`src/rtl/fxu_pkg.sv`:
```
package fxu_pkg;
  localparam int unsigned XLEN   = 64;
  localparam int unsigned HLEN   = 32;
  localparam int unsigned CR_W   = 4;
  localparam int unsigned SO_BIT = 31;
  localparam int unsigned OV_BIT = 30;
  localparam int unsigned CA_BIT = 29;

  typedef struct packed {
    logic neg;
    logic pos;
    logic zero;
    logic so;
  } cr_field_t;

  typedef struct packed {
    logic ca;
    logic ov;
    logic neg;
    logic zero;
  } flags_t;
endpackage

```
`src/rtl/fxu_adder.sv`:
```
module fxu_adder #(
  parameter int unsigned W  = 64,
  parameter int unsigned HW = 32
) (
  input  logic [W-1:0] a_i,
  input  logic [W-1:0] b_i,
  input  logic         sub_i,
  output logic [W-1:0] sum_o,
  output logic         ca_full_o,
  output logic         ov_full_o,
  output logic         ca_half_o,
  output logic         ov_half_o
);
  logic [W-1:0] x;
  logic [W:0]   acc;

  always_comb begin
    x   = sub_i ? ~a_i : a_i;
    acc = {1'b0, x} + {1'b0, b_i} + {{W{1'b0}}, sub_i};
  end

  assign sum_o     = acc[W-1:0];
  assign ca_full_o = acc[W];
  // carry into bit HW is the carry out of the low half
  assign ca_half_o = acc[HW] ^ x[HW] ^ b_i[HW];
  assign ov_full_o = (x[W-1] == b_i[W-1]) && (acc[W-1] != x[W-1]);
  assign ov_half_o = (x[HW-1] == b_i[HW-1]) && (acc[HW-1] != x[HW-1]);
endmodule

```
`src/rtl/fxu_status_sel.sv`:
```
module fxu_status_sel
  import fxu_pkg::*;
#(
  parameter int unsigned W  = 64,
  parameter int unsigned HW = 32
) (
  input  logic [W-1:0] sum_i,
  input  logic         mode32_i,
  input  logic         ca_full_i,
  input  logic         ov_full_i,
  input  logic         ca_half_i,
  input  logic         ov_half_i,
  output flags_t       flags_o
);
  logic zero_full, zero_half;

  assign zero_full = (sum_i == '0);
  assign zero_half = (sum_i[HW-1:0] == '0);

  always_comb begin
    if (mode32_i) begin
      flags_o.ca   = ca_half_i;
      flags_o.ov   = ov_half_i;
      flags_o.neg  = sum_i[HW-1];
      flags_o.zero = zero_half;
    end else begin
      flags_o.ca   = ca_full_i;
      flags_o.ov   = ov_full_i;
      flags_o.neg  = sum_i[W-1];
      flags_o.zero = zero_full;
    end
  end
endmodule

```
`src/rtl/fxu_state.sv`:
```
module fxu_state
  import fxu_pkg::*;
#(
  parameter int unsigned W = 64
) (
  input  logic         clk_i,
  input  logic         rst_ni,
  input  flags_t       flags_i,
  input  logic         status_en_i,
  input  logic         rec_i,
  input  logic         xer_we_i,
  input  logic [W-1:0] xer_wdata_i,
  output logic [W-1:0] xer_o,
  output cr_field_t    cr_o
);
  logic [W-1:0] xer_q, xer_d;
  cr_field_t    cr_q, cr_d;

  always_comb begin
    xer_d = xer_q;
    if (xer_we_i) begin
      xer_d = xer_wdata_i;
    end else if (status_en_i) begin
      xer_d[CA_BIT] = flags_i.ca;
      xer_d[OV_BIT] = flags_i.ov;
      xer_d[SO_BIT] = xer_q[SO_BIT] | flags_i.ov;
    end
  end

  always_comb begin
    cr_d = cr_q;
    if (rec_i) begin
      cr_d.neg  = flags_i.neg;
      cr_d.zero = flags_i.zero;
      cr_d.pos  = ~flags_i.neg & ~flags_i.zero;
      cr_d.so   = xer_d[SO_BIT];
    end
  end

  always_ff @(posedge clk_i or negedge rst_ni) begin
    if (!rst_ni) begin
      xer_q <= '0;
      cr_q  <= '0;
    end else begin
      xer_q <= xer_d;
      cr_q  <= cr_d;
    end
  end

  assign xer_o = xer_q;
  assign cr_o  = cr_q;
endmodule

```
`src/rtl/fxu_status_unit.sv`:
```
module fxu_status_unit
  import fxu_pkg::*;
#(
  parameter int unsigned W  = XLEN,
  parameter int unsigned HW = HLEN
) (
  input  logic         clk_i,
  input  logic         rst_ni,
  input  logic [W-1:0] op_a_i,
  input  logic [W-1:0] op_b_i,
  input  logic         sub_i,
  input  logic         mode32_i,
  input  logic         status_en_i,
  input  logic         rec_i,
  input  logic         xer_we_i,
  input  logic [W-1:0] xer_wdata_i,
  output logic [W-1:0] result_o,
  output logic [W-1:0] xer_o,
  output logic [3:0]   cr_o
);
  logic      ca_full, ov_full, ca_half, ov_half;
  flags_t    flags;
  cr_field_t cr_q;

  fxu_adder #(.W(W), .HW(HW)) u_adder (
    .a_i       (op_a_i),
    .b_i       (op_b_i),
    .sub_i     (sub_i),
    .sum_o     (result_o),
    .ca_full_o (ca_full),
    .ov_full_o (ov_full),
    .ca_half_o (ca_half),
    .ov_half_o (ov_half)
  );

  fxu_status_sel #(.W(W), .HW(HW)) u_sel (
    .sum_i     (result_o),
    .mode32_i  (mode32_i),
    .ca_full_i (ca_full),
    .ov_full_i (ov_full),
    .ca_half_i (ca_half),
    .ov_half_i (ov_half),
    .flags_o   (flags)
  );

  fxu_state #(.W(W)) u_state (
    .clk_i       (clk_i),
    .rst_ni      (rst_ni),
    .flags_i     (flags),
    .status_en_i (status_en_i),
    .rec_i       (rec_i),
    .xer_we_i    (xer_we_i),
    .xer_wdata_i (xer_wdata_i),
    .xer_o       (xer_o),
    .cr_o        (cr_q)
  );

  assign cr_o = cr_q;
endmodule

```
`config.mk`:
```
export PLATFORM = sky130hd
export DESIGN_NAME = fxu_status_unit
export DESIGN_NICKNAME = d
export VERILOG_FILES = /design/src/rtl/fxu_pkg.sv /design/src/rtl/fxu_adder.sv /design/src/rtl/fxu_status_sel.sv /design/src/rtl/fxu_state.sv /design/src/rtl/fxu_status_unit.sv
export SDC_FILE = /design/constraint.sdc
export NUM_CORES = 1
export LEC_CHECK = 0
export BUFFER_PORTS_ARGS = -buffer_cell sky130_fd_sc_hd__buf_4
export CAP_MARGIN = 20
export CELL_PAD_IN_SITES_DETAIL_PLACEMENT = 1
export CELL_PAD_IN_SITES_GLOBAL_PLACEMENT = 1
export CORE_MARGIN = 2
export CORE_UTILIZATION = 25
export DETAILED_ROUTE_END_ITERATION = 8
export GPL_TIMING_DRIVEN = 0
export PLACE_DENSITY = 0.65
export SYNTH_ARGS = -nofsm -noshare
export SYNTH_HDL_FRONTEND = slang
export SYNTH_SLANG_ARGS = --single-unit
```
`constraint.sdc`:
```
create_clock -name clk_i -period 5.39 [get_ports clk_i]
set_input_delay 1.078 -clock clk_i [delete_from_list [all_inputs] [get_ports clk_i]]
set_output_delay 1.078 -clock clk_i [all_outputs]
set_load 0.005 [all_outputs]
```
Yosys cells after proc, flatten, opt, wreduce, memory -nomap -nowiden
Index checks and enable logic that the tools add are counted.
{"block": "totals", "ff_bits": 68, "out_inout_bits": 132, "word_cells": 29}
{"block": "classes", "add_sub_neg": 2, "n_eq_ne": 4, "n_mux": 4, "bitwise": 7, "reduce_logical": 5}
{"op": "64-bit by 64-bit adder with 65-bit output", "n": 1}
{"op": "65-bit by 1-bit adder with 65-bit output", "n": 1}
{"op": "64-bit logical NOT", "n": 1}
{"op": "64-bit two-way mux", "n": 1}
{"op": "64-bit inverter", "n": 1}
{"op": "32-bit logical NOT", "n": 1}
{"op": "3-bit two-way mux", "n": 2}
{"op": "4-bit two-way mux", "n": 1}
{"op": "1-bit equality test", "n": 2}
{"op": "1-bit logical AND", "n": 2}
{"op": "1-bit inequality test", "n": 2}
{"op": "1-bit inverter", "n": 2}
{"op": "2-bit nonzero test", "n": 1}
{"op": "1-bit XOR", "n": 2}
{"op": "1-bit bitwise AND", "n": 1}
{"op": "1-bit bitwise OR", "n": 1}

Longest topological paths before layout
{"block": "depth", "word_depth": 10, "depth_mapped": 16, "ltp_nobuf": 14}

By module
A second synthesis with hierarchy kept.
{"block": "hier_totals", "hier_cells": 850, "area_unflattened_um2": 7418.4}
{"module": "fxu_adder", "n_inst": 1, "cells_per_inst": 673, "area_per_inst_um2": 4606.9, "seq_area_each_um2": 0.0}
{"module": "fxu_state", "n_inst": 1, "cells_per_inst": 152, "area_per_inst_um2": 2632.5, "seq_area_each_um2": 1701.6}
{"module": "fxu_status_sel", "n_inst": 1, "cells_per_inst": 25, "area_per_inst_um2": 178.9, "seq_area_each_um2": 0.0}

Worst setup path after synthesis
Ideal clock, no wire load.
{"block": "synth_timing", "kind": "in2reg", "start": "in sub_i", "end": "reg, netlist name u_state.cr_o[2]", "setup_time_ns": 0.130, "t_arrival_ns": 5.000, "required_time_ns": 5.260, "path_slack_ns": 0.259, "cell_stages": 16, "cell_sequence": "buf_2 buf_1 xor2_1 inv_1 fa_1 nor2b_1 o2111ai_1 a2111o_1 and3_1 o41ai_1 xor2_1 or4b_1 nor4_2 nand4b_1 a31oi_1 o41ai_1"}
{"block": "synth_between", "elab_chain_cells": 7, "word_cells_on_any_way": 9, "cone_classes": "2 x add/sub; 2 x mux; 3 x bitwise; 2 x reduce/logical"}
{"item": "from (decl)", "line": "fxu_status_unit.sv:11", "text": "input logic sub_i,"}
{"item": "64-bit two-way mux", "line": "fxu_adder.sv:18", "text": "x = sub_i ? ~a_i : a_i;"}
{"item": "64-bit by 64-bit adder with 65-bit output", "line": "fxu_adder.sv:19", "text": "acc = {1'b0, x} + {1'b0, b_i} + {{W{1'b0}}, sub_i};"}
{"item": "65-bit by 1-bit adder with 65-bit output (*)", "line": "fxu_adder.sv:19"}
{"item": "named net result_o[26]", "line": "fxu_status_unit.sv:17", "text": "output logic [W-1:0] result_o,"}
{"item": "64-bit logical NOT or 32-bit logical NOT (tied branches)", "line": "fxu_status_sel.sv:17, fxu_status_sel.sv:18"}
{"item": "4-bit two-way mux (*)", "line": "fxu_status_sel.sv:21", "text": "if (mode32_i) begin"}
{"item": "1-bit inverter (*)", "line": "fxu_state.sv:35", "text": "cr_d.pos = ~flags_i.neg & ~flags_i.zero;"}
{"item": "1-bit bitwise AND (*)", "line": "fxu_state.sv:35"}
Mark *: on every way through the listed nets, which the timed path passes. The rest lies on a longest branch.
A chain may end at the register's enable or synchronous reset.

Final worst setup path
{"block": "layout_timing", "start": "in sub_i", "end": "out result_o[57]"}
{"block": "layout_between", "elab_chain_cells": 3}
{"item": "64-bit two-way mux", "line": "fxu_adder.sv:18"}
{"item": "64-bit by 64-bit adder with 65-bit output", "line": "fxu_adder.sv:19"}
{"item": "65-bit by 1-bit adder with 65-bit output (*)", "line": "fxu_adder.sv:19"}
{"item": "to (decl)", "line": "fxu_status_unit.sv:17"}
Every way passes the cells marked *; elsewhere a longest branch is shown, timed or not.

==> insert_results.sql <==
INSERT INTO impl_metrics (metric_group, metric, value, unit) VALUES
('outcome', 'run_status', 'completed', ''),
('floorplan', 'num_rows', '66', ''),
('worst_setup_path', 'critPathLaunch', 'sub_i', ''),
('clocking', 'ctsRootBufferMaster', 'sky130_fd_sc_hd__clkbuf_16', ''),
('logic_synthesis', 'post_synth_num_cell_types', '83', ''),
('grt', 'grt_use_total', '20.7', '%'),
('worst_setup_path', 'worst_setup_path_start_kind', 'input port', ''),
('sta', 'max_slew.worst_pin.slew', '0.880', 'ns'),
('job', 'cap_viol_max_count', '0', ''),
('clocking', 'number_of_clock_sinks_seen_by_cts', '68', ''),
('grt', 'antenna_found_initial', '0', ''),
('detailed_routing', 'route.vias.total', '9318', ''),
('floorplan', 'io_pins', '331', ''),
('worst_setup_path', 'path_class', 'input port to primary output', ''),
('sta', 'hold-worst-slack', '0.504', 'ns'),
('final_layout', 'layout_commonest_cell', 'sky130_fd_sc_hd__buf_4', ''),
('hold_path', 'hold_path_class', 'flip-flop to flip-flop', ''),
('placed_design', 'post-place-cells', '1772', ''),
('logic_synthesis', 'async_flop_share', '100', '%'),
('pwr', 'vdd_ir_drop_max', '0.128', 'mV'),
('logic_synthesis', 'post_synth_main_area_contributors', 'sky130_fd_sc_hd__dfrtp_1, sky130_fd_sc_hd__ha_1, sky130_fd_sc_hd__xor2_1', ''),
('floorplan', 'design.core.area', '32300', 'sq um'),
('floorplan', 'fp.dieH', '185', 'um'),
('sta', 'setup_ws', '0.0522', 'ns'),
('worst_setup_path', 'critical_path.reg2reg.endpoint', 'u_state.cr_o[2]', ''),
('logic_synthesis', 'syn_inst', '1002', ''),
('clocking', 'h-tree-depth', '3', ''),
('worst_setup_path', 'rrSetupSlack', '4.45', 'ns'),
('sta', 'hold_fails_final_rpt', '0', ''),
('final_layout', 'antenna_cells_inserted', '0', ''),
('logic_synthesis', 'mappedNetlistNets', '1271', ''),
('floorplan', 'start_util', '25.3', '%'),
('logic_synthesis', 'synth_seq_area_share', '20.9', '%'),
('final_layout', 'drive_above_1_share', '37.9', '%'),
('clocking', 'cts_buffer_depth', '2', ''),
('detailed_routing', 'drt_first_pass_iters', '5', ''),
('sta', 'timing_limited_maximum_frequency', '187', 'MHz'),
('worst_setup_path', 'reg2reg_from', 'u_state.cr_o[2]', ''),
('clocking', 'cts_tree', 'built', ''),
('detailed_routing', 'routed_via_density', '5.19', ''),
('logic_synthesis', 'synth_seq_cells', '68', ''),
('worst_setup_path', 'timing.critical_path.required', '4.31', 'ns'),
('detailed_routing', 'drt-initial-drc-count', '444', ''),
('worst_setup_path', 'reg2regPathDepth', '3', ''),
('placed_design', 'place.detailed.hpwl', '31900', 'um'),
('hold_path', 'hold-path-endpoint', 'u_state.xer_o[7]', ''),
('clocking', 'clk-insertion-delay-late', '0.32', 'ns'),
('grt', 'grt_start_max_net_pins', '69', ''),
('final_layout', 'commonest_cells_after_routing_fill_and_taps_aside', 'sky130_fd_sc_hd__buf_4, sky130_fd_sc_hd__a21oi_1, sky130_fd_sc_hd__nand2_1', ''),
('floorplan', 'design.die.area', '34100', 'sq um'),
('sta', 'final_min_period_over_clock_period', '99.0', '%'),
('detailed_routing', 'detail_route.drc_violations', '0', ''),
('placed_design', 'placement.io_buffers', '328', ''),
('logic_synthesis', 'top_ff_cell_synth', 'sky130_fd_sc_hd__dfrtp_1', ''),
('logic_synthesis', 'synth.avg_cell_area', '8.14', 'sq um'),
('hold_path', 'hold_depth', '1', ''),
('logic_synthesis', 'yosys.area.top_type_share', '20.9', '%'),
('grt', 'globalRouteOverflowTotal', '0', ''),
('grt', 'first_global_vias', '9366', ''),
('placed_design', 'gpl.final_weighted_congestion', '0.912', ''),
('sta', 'worst_clock_skew', '0.000470', 'ns'),
('hold_path', 'timing.hold.worst.start', 'u_state.xer_o[7]', ''),
('grt', 'wire_length_of_the_first_global_routing_pass', '54300', 'um'),
('sta', 'grt_setup_unrepaired', 'yes', ''),
('detailed_routing', 'post_drt_wl_per_cell', '20.9', 'um'),
('detailed_routing', 'wirelength', '37500', 'um'),
('logic_synthesis', 'ys.warnings.count', '0', ''),
('sta', 'maxSlewViolCount', '0', ''),
('logic_synthesis', 'synth-edff-count', '0', ''),
('pwr', 'power-per-cell-area', '257', 'nW/um^2'),
('logic_synthesis', 'synth_largest_area_cell', 'sky130_fd_sc_hd__dfrtp_1', '');
==> flip-flops by register name, indices dropped and copies added, names as in the netlist <==
register	cells
u_state.cr_o	4
u_state.xer_o	64
==> where the power goes <==
group          leakage (nW)  total, mW  internal, mW  switching (mW)
Sequential            0.796      0.597         0.565          0.0315
Clock                 0.145      0.613         0.366           0.246
Combinational          4.33       1.87         0.828            1.04
==> how the worst max path moves through the flow <==
stage / endpoint / slack [ns] / cells after the start
3_5_place_dp: u_state.cr_o[1] / -1.59 / 16
5_1_grt: result_o[58] / -0.02 / 12
3_3_place_gp: u_state.cr_o[1] / -1.49 / 16
2_1_floorplan: u_state.cr_o[2] / 0.26 / 16
6_report: result_o[57] / 0.05 / 12
4_1_cts: result_o[48] / 0.0009 / 14
==> logic make-up after synthesis <==
kind of cell               synth area share [%]
muxes                                      9.47
adders and majority gates                  10.8
xor gates and xnor gates                   11.8
buffers and inverters                      3.10
AOI/OAI and AO/OA                          24.7
DFF                                        20.9
and+or+nand+nor                            19.2
==> worst max-delay path, cell delays in order <==
cell                        delay, ns
sky130_fd_sc_hd__buf_8           0.14
sky130_fd_sc_hd__buf_6           0.18
sky130_fd_sc_hd__xor2_1          0.17
sky130_fd_sc_hd__ha_1            0.39
sky130_fd_sc_hd__nand2_1         0.21
sky130_fd_sc_hd__o21ai_0         0.61
sky130_fd_sc_hd__a21oi_1         0.22
sky130_fd_sc_hd__o21bai_1        0.27
sky130_fd_sc_hd__o21a_1          0.15
sky130_fd_sc_hd__nor3_1          0.05
sky130_fd_sc_hd__a2111oi_2       0.56
sky130_fd_sc_hd__buf_4           0.21
==> per-layer routing <==
layer | wire (um) | global-route usage (%) | vias to the layer above
met5 | 0 | 0 | -
li1 | - | - | 4402
met2 | 17900 | 36.5 | 358
met4 | 568 | 4.13 | 0
met3 | 2270 | 2.15 | 29
met1 | 16700 | 27.3 | 4529
==> per-stage QoR <==
step	area (sq um)	power [mW]	utilization [%]	setup TNS (ns)
3_3_place_gp	11200	2.34	34.6	-34.55
5_1_grt	12000	3.28	37.1	-0.0453
3_5_place_dp	11200	2.36	34.6	-36.41
6_report	12000	3.08	37.1	0
2_1_floorplan	8160	1.53	-	0
4_1_cts	11800	3.05	36.4	0
==> Yosys cell counts (6+ instances only) <==
master,instances
sky130_fd_sc_hd__a211oi_1,13
sky130_fd_sc_hd__a21o_1,18
sky130_fd_sc_hd__a21oi_1,108
sky130_fd_sc_hd__a31oi_1,8
sky130_fd_sc_hd__and2_1,7
sky130_fd_sc_hd__and3_1,8
sky130_fd_sc_hd__buf_1,8
sky130_fd_sc_hd__clkbuf_1,24
sky130_fd_sc_hd__dfrtp_1,68
sky130_fd_sc_hd__ha_1,69
sky130_fd_sc_hd__inv_1,20
sky130_fd_sc_hd__mux2_2,63
sky130_fd_sc_hd__nand2_1,97
sky130_fd_sc_hd__nand3_1,12
sky130_fd_sc_hd__nand4_1,29
sky130_fd_sc_hd__nor2_1,79
sky130_fd_sc_hd__nor2b_1,6
sky130_fd_sc_hd__nor3_1,23
sky130_fd_sc_hd__nor4_1,11
sky130_fd_sc_hd__o211ai_1,6
sky130_fd_sc_hd__o21a_1,8
sky130_fd_sc_hd__o21ai_0,60
sky130_fd_sc_hd__o21ai_1,13
sky130_fd_sc_hd__o21bai_1,13
sky130_fd_sc_hd__or3_1,9
sky130_fd_sc_hd__xnor2_1,23
sky130_fd_sc_hd__xor2_1,87
==> cell type report <==
class                   instances  area, sq um
multi-input cells             874         6530
repair buffers                347         2620
well taps                     442          553
clock buffers                   9          225
clock inverters                 7         82.6
inverters                      20         75.1
fillers                      3837        20300
plain buffers                  28          191
flip-flops and latches         68         1700
==> timing repair <==
action | 4_1_cts | 5_1_grt
gates resized for setup | 63 | 35
buffers inserted | 8 | 10
endpoints found under the setup margin | 54 | 23
gates cloned | 0 | 1
pin swaps | 6 | 14
hold buffers | 0 | 0
No activity file was read; power rests on OpenSTA's default activity.
